### src/rtl/dpwm_pkg.sv
// Shared constants and types for the dual-channel PWM generator.
// Assumes a byte-wide register port and a timer no wider than the duty value.
package dpwm_pkg;

    localparam int BYTE_W = 8;
    localparam int DUTY_W = 10;
    localparam int PER_W  = 8;
    localparam int PSC_W  = 6;

    typedef enum logic [1:0] {
        PSC_DIV2  = 2'b00,
        PSC_DIV8  = 2'b01,
        PSC_DIV32 = 2'b10,
        PSC_DIV64 = 2'b11
    } psc_sel_e;

    typedef enum logic [1:0] {
        REG_CTRL    = 2'd0,
        REG_DUTY_LO = 2'd1,
        REG_DUTY_HI = 2'd2,
        REG_PERIOD  = 2'd3
    } reg_sel_e;

    typedef struct packed {
        logic               enable;
        psc_sel_e           psc;
        logic [BYTE_W-1:0]  duty_lo;
        logic               cal;
        logic               sign;
        logic [2:0]         offset;
        logic [1:0]         duty_hi;
        logic [PER_W-1:0]   period;
    } chan_cfg_t;

    // Terminal count of the divider for a given ratio select.
    function automatic logic [PSC_W-1:0] psc_limit(psc_sel_e sel);
        case (sel)
            PSC_DIV2:  return PSC_W'(1);
            PSC_DIV8:  return PSC_W'(7);
            PSC_DIV32: return PSC_W'(31);
            default:   return PSC_W'(63);
        endcase
    endfunction

endpackage

### src/rtl/dpwm_regs.sv
// Register file for all channels: four byte registers per channel.
// Address bits above [1:0] select the channel. Reads are combinational.
// Assumes writes and reads may target different addresses in one cycle.
module dpwm_regs
    import dpwm_pkg::*;
#(
    parameter int NUM_CH = 2,
    localparam int CH_SEL_W = (NUM_CH > 1) ? $clog2(NUM_CH) : 1,
    localparam int ADDR_W   = CH_SEL_W + 2
) (
    input  logic                        clk,
    input  logic                        rst_n,
    input  logic                        wr_en,
    input  logic [ADDR_W-1:0]           wr_addr,
    input  logic [BYTE_W-1:0]           wr_data,
    input  logic [ADDR_W-1:0]           rd_addr,
    output logic [BYTE_W-1:0]           rd_data,
    output chan_cfg_t [NUM_CH-1:0]      cfg
);

    chan_cfg_t cfg_q [NUM_CH];

    logic [CH_SEL_W-1:0] rd_ch;
    reg_sel_e            rd_reg;
    chan_cfg_t           rd_cfg;

    for (genvar c = 0; c < NUM_CH; c++) begin : g_ch
        // Store the byte written to this channel's selected register.
        always_ff @(posedge clk) begin
            if (!rst_n) begin
                cfg_q[c] <= '0;
            end else if (wr_en && (wr_addr[ADDR_W-1:2] == CH_SEL_W'(c))) begin
                case (reg_sel_e'(wr_addr[1:0]))
                    REG_CTRL: begin
                        cfg_q[c].enable <= wr_data[0];
                        cfg_q[c].psc    <= psc_sel_e'(wr_data[2:1]);
                    end
                    REG_DUTY_LO: cfg_q[c].duty_lo <= wr_data;
                    REG_DUTY_HI: begin
                        cfg_q[c].cal     <= wr_data[7];
                        cfg_q[c].sign    <= wr_data[6];
                        cfg_q[c].offset  <= wr_data[5:3];
                        cfg_q[c].duty_hi <= wr_data[1:0];
                    end
                    default: cfg_q[c].period <= wr_data;
                endcase
            end
        end

        assign cfg[c] = cfg_q[c];
    end

    assign rd_ch  = rd_addr[ADDR_W-1:2];
    assign rd_reg = reg_sel_e'(rd_addr[1:0]);

    // Return the addressed register with unused bits as zero.
    always_comb begin
        rd_data = '0;
        rd_cfg  = '0;
        if (int'(rd_ch) < NUM_CH) begin
            rd_cfg = cfg_q[rd_ch];
        end
        case (rd_reg)
            REG_CTRL:    rd_data = {5'b0, rd_cfg.psc, rd_cfg.enable};
            REG_DUTY_LO: rd_data = rd_cfg.duty_lo;
            REG_DUTY_HI: rd_data = {rd_cfg.cal, rd_cfg.sign, rd_cfg.offset, 1'b0, rd_cfg.duty_hi};
            default:     rd_data = rd_cfg.period;
        endcase
    end

endmodule

### src/rtl/dpwm_prescaler.sv
// Clock divider for one channel. It gives a one-cycle tick every 2, 8, 32 or 64 clocks.
// It is held at zero while the channel is not running. A ratio change takes effect at once.
module dpwm_prescaler
    import dpwm_pkg::*;
(
    input  logic     clk,
    input  logic     rst_n,
    input  logic     run,
    input  psc_sel_e sel,
    output logic     tick
);

    logic [PSC_W-1:0] cnt_q;

    assign tick = run && (cnt_q >= psc_limit(sel));

    // Count clocks and restart after each tick.
    always_ff @(posedge clk) begin
        if (!rst_n || !run) begin
            cnt_q <= '0;
        end else if (tick) begin
            cnt_q <= '0;
        end else begin
            cnt_q <= cnt_q + 1'b1;
        end
    end

endmodule

### src/rtl/dpwm_channel.sv
// Timer and compare stage for one PWM channel. The timer runs 0..period, one step per tick.
// The output is high while timer < duty. Duty and period are copied from the
// shadow inputs at each wrap, and continuously while the channel is disabled.
module dpwm_channel
    import dpwm_pkg::*;
(
    input  logic              clk,
    input  logic              rst_n,
    input  logic              run,
    input  logic              tick,
    input  logic [DUTY_W-1:0] duty_next,
    input  logic [PER_W-1:0]  period_next,
    output logic              pwm,
    output logic [PER_W-1:0]  timer,
    output logic [DUTY_W-1:0] duty_act,
    output logic [PER_W-1:0]  period_act
);

    logic [PER_W-1:0]  timer_q;
    logic [DUTY_W-1:0] duty_q;
    logic [PER_W-1:0]  period_q;
    logic              wrap;

    assign wrap = tick && (timer_q >= period_q);

    // Advance the timer and pick up new shadow values at period boundaries.
    always_ff @(posedge clk) begin
        if (!rst_n) begin
            timer_q  <= '0;
            duty_q   <= '0;
            period_q <= '0;
        end else if (!run || wrap) begin
            timer_q  <= '0;
            duty_q   <= duty_next;
            period_q <= period_next;
        end else if (tick) begin
            timer_q  <= timer_q + 1'b1;
        end
    end

    assign pwm        = run && (DUTY_W'(timer_q) < duty_q);
    assign timer      = timer_q;
    assign duty_act   = duty_q;
    assign period_act = period_q;

endmodule

### src/rtl/dual_pwm_gen.sv
// Top level: register file plus one divider and one timer/compare stage per channel.
// The channel count is a parameter. Each channel owns four byte registers.
module dual_pwm_gen
    import dpwm_pkg::*;
#(
    parameter int NUM_CH = 2,
    localparam int CH_SEL_W = (NUM_CH > 1) ? $clog2(NUM_CH) : 1,
    localparam int ADDR_W   = CH_SEL_W + 2
) (
    input  logic                 clk,
    input  logic                 rst_n,
    input  logic                 wr_en,
    input  logic [ADDR_W-1:0]    wr_addr,
    input  logic [BYTE_W-1:0]    wr_data,
    input  logic [ADDR_W-1:0]    rd_addr,
    output logic [BYTE_W-1:0]    rd_data,
    output logic [NUM_CH-1:0]    pwm_out
);

    chan_cfg_t [NUM_CH-1:0]              cfg;
    logic      [NUM_CH-1:0]              ch_en;
    logic      [NUM_CH-1:0]              ch_tick;
    logic      [NUM_CH-1:0][PER_W-1:0]   ch_timer;
    logic      [NUM_CH-1:0][PER_W-1:0]   ch_per;
    logic      [NUM_CH-1:0][DUTY_W-1:0]  ch_duty;

    dpwm_regs #(.NUM_CH(NUM_CH)) u_regs (
        .clk     (clk),
        .rst_n   (rst_n),
        .wr_en   (wr_en),
        .wr_addr (wr_addr),
        .wr_data (wr_data),
        .rd_addr (rd_addr),
        .rd_data (rd_data),
        .cfg     (cfg)
    );

    for (genvar c = 0; c < NUM_CH; c++) begin : g_chan
        assign ch_en[c] = cfg[c].enable;

        dpwm_prescaler u_psc (
            .clk   (clk),
            .rst_n (rst_n),
            .run   (ch_en[c]),
            .sel   (cfg[c].psc),
            .tick  (ch_tick[c])
        );

        dpwm_channel u_chan (
            .clk         (clk),
            .rst_n       (rst_n),
            .run         (ch_en[c]),
            .tick        (ch_tick[c]),
            .duty_next   ({cfg[c].duty_hi, cfg[c].duty_lo}),
            .period_next (cfg[c].period),
            .pwm         (pwm_out[c]),
            .timer       (ch_timer[c]),
            .duty_act    (ch_duty[c]),
            .period_act  (ch_per[c])
        );
    end

endmodule

### config.mk
export PLATFORM = sky130hd
export DESIGN_NAME = dual_pwm_gen
export DESIGN_NICKNAME = d
export VERILOG_FILES = /design/src/rtl/dpwm_pkg.sv /design/src/rtl/dpwm_regs.sv /design/src/rtl/dpwm_prescaler.sv /design/src/rtl/dpwm_channel.sv /design/src/rtl/dual_pwm_gen.sv
export SDC_FILE = /design/constraint.sdc
export NUM_CORES = 1
export LEC_CHECK = 0
export ABC_AREA = 1
export BUFFER_PORTS_ARGS = -buffer_cell sky130_fd_sc_hd__buf_2
export CAP_MARGIN = 20
export CORE_MARGIN = 8
export CORE_UTILIZATION = 55
export CTS_CLUSTER_SIZE = 20
export DETAILED_ROUTE_END_ITERATION = 7
export PLACE_DENSITY = 0.81
export SLEW_MARGIN = 30
export SYNTH_ARGS = -nofsm -noshare
export SYNTH_HDL_FRONTEND = slang
export SYNTH_SLANG_ARGS = --single-unit
### constraint.sdc
create_clock -name clk -period 5.3 [get_ports clk]
set_input_delay 0.53 -clock clk [delete_from_list [all_inputs] [get_ports clk]]
set_output_delay 0.53 -clock clk [all_outputs]
set_load 0.01 [all_outputs]
==> flow_summary.json, run 1 <==
{
  "synth_nets": 818,
  "path_clk_slew_ns": 0.05,
  "end_kind": "primary output",
  "cts_tree": "done",
  "core_um2": 11200,
  "numCtsBuffers": 17,
  "setup_ws_ns": 2.65,
  "first_global_vias": 4944,
  "synth_seq_cells": 116,
  "tns_ns": 0,
  "fin_util": 0.626,
  "cts_buffer_depth": 2,
  "finalSetupViolations": 0,
  "gp_congestion": 0.938,
  "slowest_stage": "inv_1",
  "timing.final.crit_share": 0.501,
  "first_pass_iters": 5,
  "powerDensity_nw_per_um2": 347,
  "min_to": "g_chan[0].u_psc.cnt_q[0]$_SDFF_PP0_",
  "r2r-end": "g_chan[1].u_chan.timer[0]$_SDFFE_PP0P_",
  "drt_iter0_drc": 432,
  "finalClockSkew_ns": 0.00831,
  "leakage_nw": 3.17,
  "rows": 39,
  "whs_path_depth": 1,
  "cts_resized": 0,
  "worstHoldStart": "g_chan[0].u_psc.cnt_q[0]$_SDFF_PP0_",
  "synth_edf_count": 52,
  "viasPerCell": 5.45,
  "ant_nets": 0,
  "postCtsSetupBuffers": 0,
  "crit_arrival_ns": 2.12,
  "grt_remaining_overflow": 0,
  "crit_required_ns": 4.77,
  "cp_max_fo": 25,
  "synthToLayoutAreaGrowth_pct": 12.9,
  "vias": 5105,
  "hold_violations": 0,
  "portBuffers": 26,
  "slew_violations": 0,
  "drcViolationCount": 0,
  "die_area_um2": 15000,
  "grt_pass1_wl_um": 24000,
  "grt_usage": 0.205,
  "ys.flop_type": "dfxtp_1",
  "cpPeakStageDelay_ns": 0.52,
  "die_h_um": 122,
  "outcome": "complete, no violations",
  "fin_crit_ns": 2.65,
  "grt_antenna_before_repair": 0,
  "synth_area_per_cell_um2": 8.21,
  "cpMostUsedCell": "buf_2",
  "r2r-start": "u_regs.cfg_q[1][23]$_SDFFCE_PN0P_",
  "routedWlPerCell_um": 15.7,
  "drive_gt1_frac": 0.101,
  "netlist_instances": 757,
  "numClockSinks": 116,
  "die_x_um": 122,
  "maxCapViolCount": 0,
  "finish.net_count": 841,
  "holdBufCountCts": 0,
  "dp_slack_ns": 2.65,
  "worstSkewPairLatency_ns": 0.41,
  "io_pins": 27,
  "synth-async-reset-ratio": 0,
  "grt_max_degree": 49,
  "rsz0062_at_grt": "false",
  "ys_seq_area_frac": 0.457,
  "routed_wl_um": 14600,
  "fmax_mhz": 377,
  "reg2regPathDepth": 9,
  "tightest_slew_ns": 0.716,
  "hold_class": "flop to flop",
  "syn_area_um2": 6220,
  "critPathLaunchType": "input pin",
  "path_class": "input pin to primary output",
  "maxSlewHeadroom": 0.520,
  "hpwl_um": 10300,
  "start_util": 0.554,
  "r2r_slack_ns": 3.06,
  "ys_warn_count": 0,
  "ctsRootBufferMaster": "clkbuf_16",
  "htreeDepth": 4,
  "ir_drop_mv": 0.251,
  "diodes": 0,
  "yosysUniqueCellTypes": 40,
  "crit_chain": "buf_2 -> inv_1 -> nor2_1 -> o311ai_0 -> buf_2"
}
==> worst max-delay path: cells and delay by family <==
kind | cells | cell delay [ns]
buffers and inverters | 3 | 1.00
AOI/OAI and AO/OA | 1 | 0.50
and+or+nand+nor | 1 | 0.08
==> placed cells by master (no fill, tap or decap), types with 3 or more instances in the layout <==
cell | netlist | final
nor2_1 | 163 | 163
nand2_1 | 128 | 128
inv_1 | 84 | 84
dfxtp_1 | 64 | 64
edfxtp_1 | 52 | 52
nand3_1 | 51 | 51
a21oi_1 | 50 | 50
ha_1 | 44 | 44
buf_2 | 3 | 26
o21ai_0 | 21 | 21
clkbuf_16 | 0 | 17
nand4_1 | 11 | 11
xnor2_1 | 9 | 9
xor2_1 | 6 | 6
o221ai_1 | 5 | 5
mux2i_1 | 4 | 4
o211ai_1 | 4 | 4
nand2_4 | 4 | 4
clkinvlp_4 | 0 | 4
nand3_4 | 3 | 3
clkbuf_1 | 13 | 3
bufinv_16 | 0 | 3
buf_4 | 5 | 3
==> power breakdown <==
group | internal [mW] | switching (mW) | total, mW
Clock | 0.739 | 0.407 | 1.15
Sequential | 0.993 | 0.0318 | 1.02
Combinational | 0.0857 | 0.178 | 0.263
Total | 1.82 | 0.616 | 2.43
==> cell type report <==
cell class              instances  area [um^2]
flip-flops and latches        116         2840
inverters                      84          315
fillers                       941         4200
multi-input cells             532         2940
clock buffers                  20          437
well taps                     143          179
clock inverters                12          156
repair buffers                 29          153
==> per-stage QoR <==
stage / total power [mW] / instances / hold WS, ns / area, um^2
5_1_grt: 2.52 / 936 / 0.473 / 7020
6_report: 2.43 / 936 / 0.454 / 7020
2_1_floorplan: 1.23 / 757 / 0.430 / 6220
3_5_place_dp: 1.30 / 904 / 0.450 / 6430
3_3_place_gp: 1.29 / 904 / 0.444 / 6420
4_1_cts: 2.44 / 936 / 0.462 / 7020
==> synth_stat cells, types with 3 or more instances <==
cell      instances  share of area
a21oi_1          50          0.040
buf_2             3         0.0024
buf_4             5         0.0060
clkbuf_1         13         0.0078
dfxtp_1          64           0.21
edfxtp_1         52           0.25
ha_1             44          0.089
inv_1            84          0.051
mux2i_1           4         0.0064
nand2_1         128          0.077
nand2_4           4         0.0072
nand3_1          51          0.041
nand3_4           3         0.0085
nand4_1          11          0.011
nor2_1          163          0.098
o211ai_1          4         0.0048
o21ai_0          21          0.017
o221ai_1          5         0.0070
o31ai_1           4         0.0048
xnor2_1           9          0.013
xor2_1            6         0.0085
==> worst max path at each step <==
stage                                                   to  slack, ns        from  cells after the start
after floorplan           u_regs.cfg_q[1][0]$_SDFFCE_PN0P_       3.23  wr_addr[1]                      3
after global placement                          rd_data[2]       2.68  rd_addr[2]                      5
after detailed placement                        rd_data[2]       2.65  rd_addr[2]                      5
after CTS                                       rd_data[2]       2.66  rd_addr[2]                      5
after global routing                            rd_data[2]       2.51  rd_addr[2]                      5
final                                           rd_data[2]       2.65  rd_addr[2]                      5
==> sequential cells by signal (all words and copies together), names as in the netlist <==
signal                    cells
g_chan.u_chan.duty_act       20
g_chan.u_chan.period_act     16
g_chan.u_chan.timer          16
g_chan.u_psc.cnt_q           12
u_regs.cfg_q                 52
==> kinds of logic after synthesis <==
group,Yosys count,share of synthesized area
simple gates,371,0.261
compound gates,98,0.0940
mux,4,0.00644
fa+ha+maj,44,0.0885
xor+xnor,15,0.0211
buf+inv,109,0.0718
flops,116,0.457
==> routing by layer <==
| layer | vias to the layer above | GRT usage | wire length (um) |
|---|---|---|---|
| met5 | - | 0 | 0 |
| met4 | 0 | 0.0754 | 257 |
| met1 | 2355 | 0.250 | 6410 |
| li1 | 2544 | - | - |
| met3 | 26 | 0.0428 | 796 |
| met2 | 180 | 0.349 | 7180 |
(Power assumes the default switching activity.)
==> run 2, diff against run 1 <==
Settings changed: PLACE_DENSITY 0.81 to 0.84.
Clock period 5.3 ns to 2.36 ns, I/O delays scaled along.
==> flow_summary.json, run 2 (synthesis gave the netlist of run 1 again) <==
{
  "gp_congestion": 0.927,
  "grt_antenna_before_repair": 0,
  "finalSetupViolations": 0,
  "pwr-share-clk": 0.485,
  "synthToLayoutAreaGrowth_pct": 14.7,
  "critPathBufInv": 2,
  "drive_gt1_frac": 0.105,
  "routed_wl_um": 15400,
  "layout_commonest_cell": "nor2_1",
  "crit_arrival_ns": 2.51,
  "grt_max_degree": 36,
  "rsz0062_at_grt": "false",
  "critPathLaunchType": "flop",
  "fmax_mhz": 454,
  "cp_max_fo": 28,
  "cts_tree": "done",
  "hpwl_um": 10200,
  "cp-startpoint": "u_regs.cfg_q[0][24]$_SDFFCE_PN0P_",
  "maxCapViolCount": 0,
  "hold_violations": 0,
  "worstSkewPairLatency_ns": 0.42,
  "cts_buffer_depth": 2,
  "first_global_vias": 5217,
  "combPwrFrac": 0.110,
  "rows": 39,
  "grt_pass1_wl_um": 24800,
  "hold_class": "input pin to flop",
  "maxSlewHeadroom": 0.574,
  "numCtsBuffers": 17,
  "fin_util": 0.635,
  "outcome": "complete, no violations",
  "diodes": 0,
  "start_util": 0.554,
  "die_area_um2": 15000,
  "r2r-start": "u_regs.cfg_q[0][24]$_SDFFCE_PN0P_",
  "top_register": "u_regs.cfg_q",
  "die_x_um": 122,
  "p_int_mw": 4.29,
  "viasPerCell": 5.59,
  "ctsRootBufferMaster": "clkbuf_16",
  "path_clk_slew_ns": 0.06,
  "layout_common_cells": "nor2_1 (163), nand2_1 (128), inv_1 (84)",
  "routedWlPerCell_um": 16.3,
  "cpPeakStageDelay_ns": 0.44,
  "first_pass_iters": 5,
  "powerDensity_nw_per_um2": 797,
  "slowest_stage": "edfxtp_1",
  "fin_crit_ns": 2.20,
  "end_kind": "flop",
  "tightest_slew_ns": 0.638,
  "die_h_um": 122,
  "drcViolationCount": 0,
  "worstHoldStart": "wr_data[3]",
  "power_frac_seq": 0.404,
  "numClockSinks": 116,
  "drt_iter0_drc": 421,
  "portBuffers": 26,
  "leakage_nw": 3.24,
  "vias": 5279,
  "io_pins": 27,
  "ant_nets": 0,
  "cpMostUsedCell": "nor2_1",
  "path_delay_family": "simple AND/OR/NAND/NOR gates",
  "whs_ns": 0.240,
  "tns_ns": 0,
  "largest_register_ffs": 52,
  "finish.net_count": 850,
  "switchingPower_mw": 1.39,
  "slew_violations": 0,
  "swShare": 0.244,
  "grt_usage": 0.213,
  "path_class": "flop to flop",
  "power.total_mw": 5.68,
  "crit_required_ns": 2.67,
  "core_um2": 11200,
  "crit_chain": "nor2_1 -> ha_1 -> nand2_1 -> inv_1 -> o21ai_2 -> nand4_4 -> nand2_8 -> inv_1 -> nor2_1 -> nor2_1",
  "dp_slack_ns": 0.211,
  "htreeDepth": 4,
  "timing.final.crit_share": 0.933,
  "postCtsSetupBuffers": 0,
  "grt_remaining_overflow": 0,
  "finalClockSkew_ns": 0.00867,
  "setup_ws_ns": 0.157,
  "ir_drop_mv": 0.588
}
## run 2: layer usage
metal | global-route usage | share of wire | vias to the layer above
li1 | - | - | 2573
met1 | 0.253 | 0.39 | 2388
met2 | 0.348 | 0.48 | 255
met3 | 0.0460 | 0.076 | 63
met4 | 0.129 | 0.050 | 0
met5 | 0 | 0 | -
## run 2: layout make-up
cell class / count / area, um^2
fillers: 881 / 4090
multi-input cells: 532 / 2940
flip-flops and latches: 116 / 2840
clock buffers: 21 / 440
inverters: 84 / 315
repair buffers: 38 / 233
clock inverters: 11 / 183
well taps: 143 / 179
## run 2: repair_timing
item	in CTS	in global routing
setup endpoints to repair	0	13
endpoints found under the hold margin	0	0
hold buffers	0	0
resized for setup	0	1
## run 2: path summary, 6_finish.rpt
path                                               end  slack [ns]  cells after the start
max          g_chan[0].u_chan.duty_act[1]$_SDFFE_PN0P_        0.16                     10
min                   u_regs.cfg_q[1][3]$_SDFFCE_PN0P_        0.24                      3
max reg2reg  g_chan[0].u_chan.duty_act[1]$_SDFFE_PN0P_        0.16                     10
min reg2reg        g_chan[0].u_psc.cnt_q[0]$_SDFF_PP0_        0.46                      1
## run 2: worst reg2reg max path, stage by stage, from the launching register on
cell and delay [ns]:
edfxtp_1 0.44, nor2_1 0.22, ha_1 0.27, nand2_1 0.08, inv_1 0.07, o21ai_2 0.25, nand4_4 0.21, nand2_8 0.23
inv_1 0.12, nor2_1 0.12, nor2_1 0.05
## run 2: power by group through the flow
stage	Combinational, mW	Sequential (mW)	Clock [mW]
final	0.626	2.30	2.76
after global routing	0.703	2.31	2.84
after CTS	0.617	2.29	2.75
after detailed placement	0.596	2.33	0
after global placement	0.576	2.33	0
after floorplan	0.444	2.31	0
## run 2: per-stage QoR
step / std cells / instance area [um^2]
after floorplan: 757 / 6220
after detailed placement: 913 / 6500
after global routing: 945 / 7130
after global placement: 913 / 6500
after CTS: 945 / 7120
final: 945 / 7130
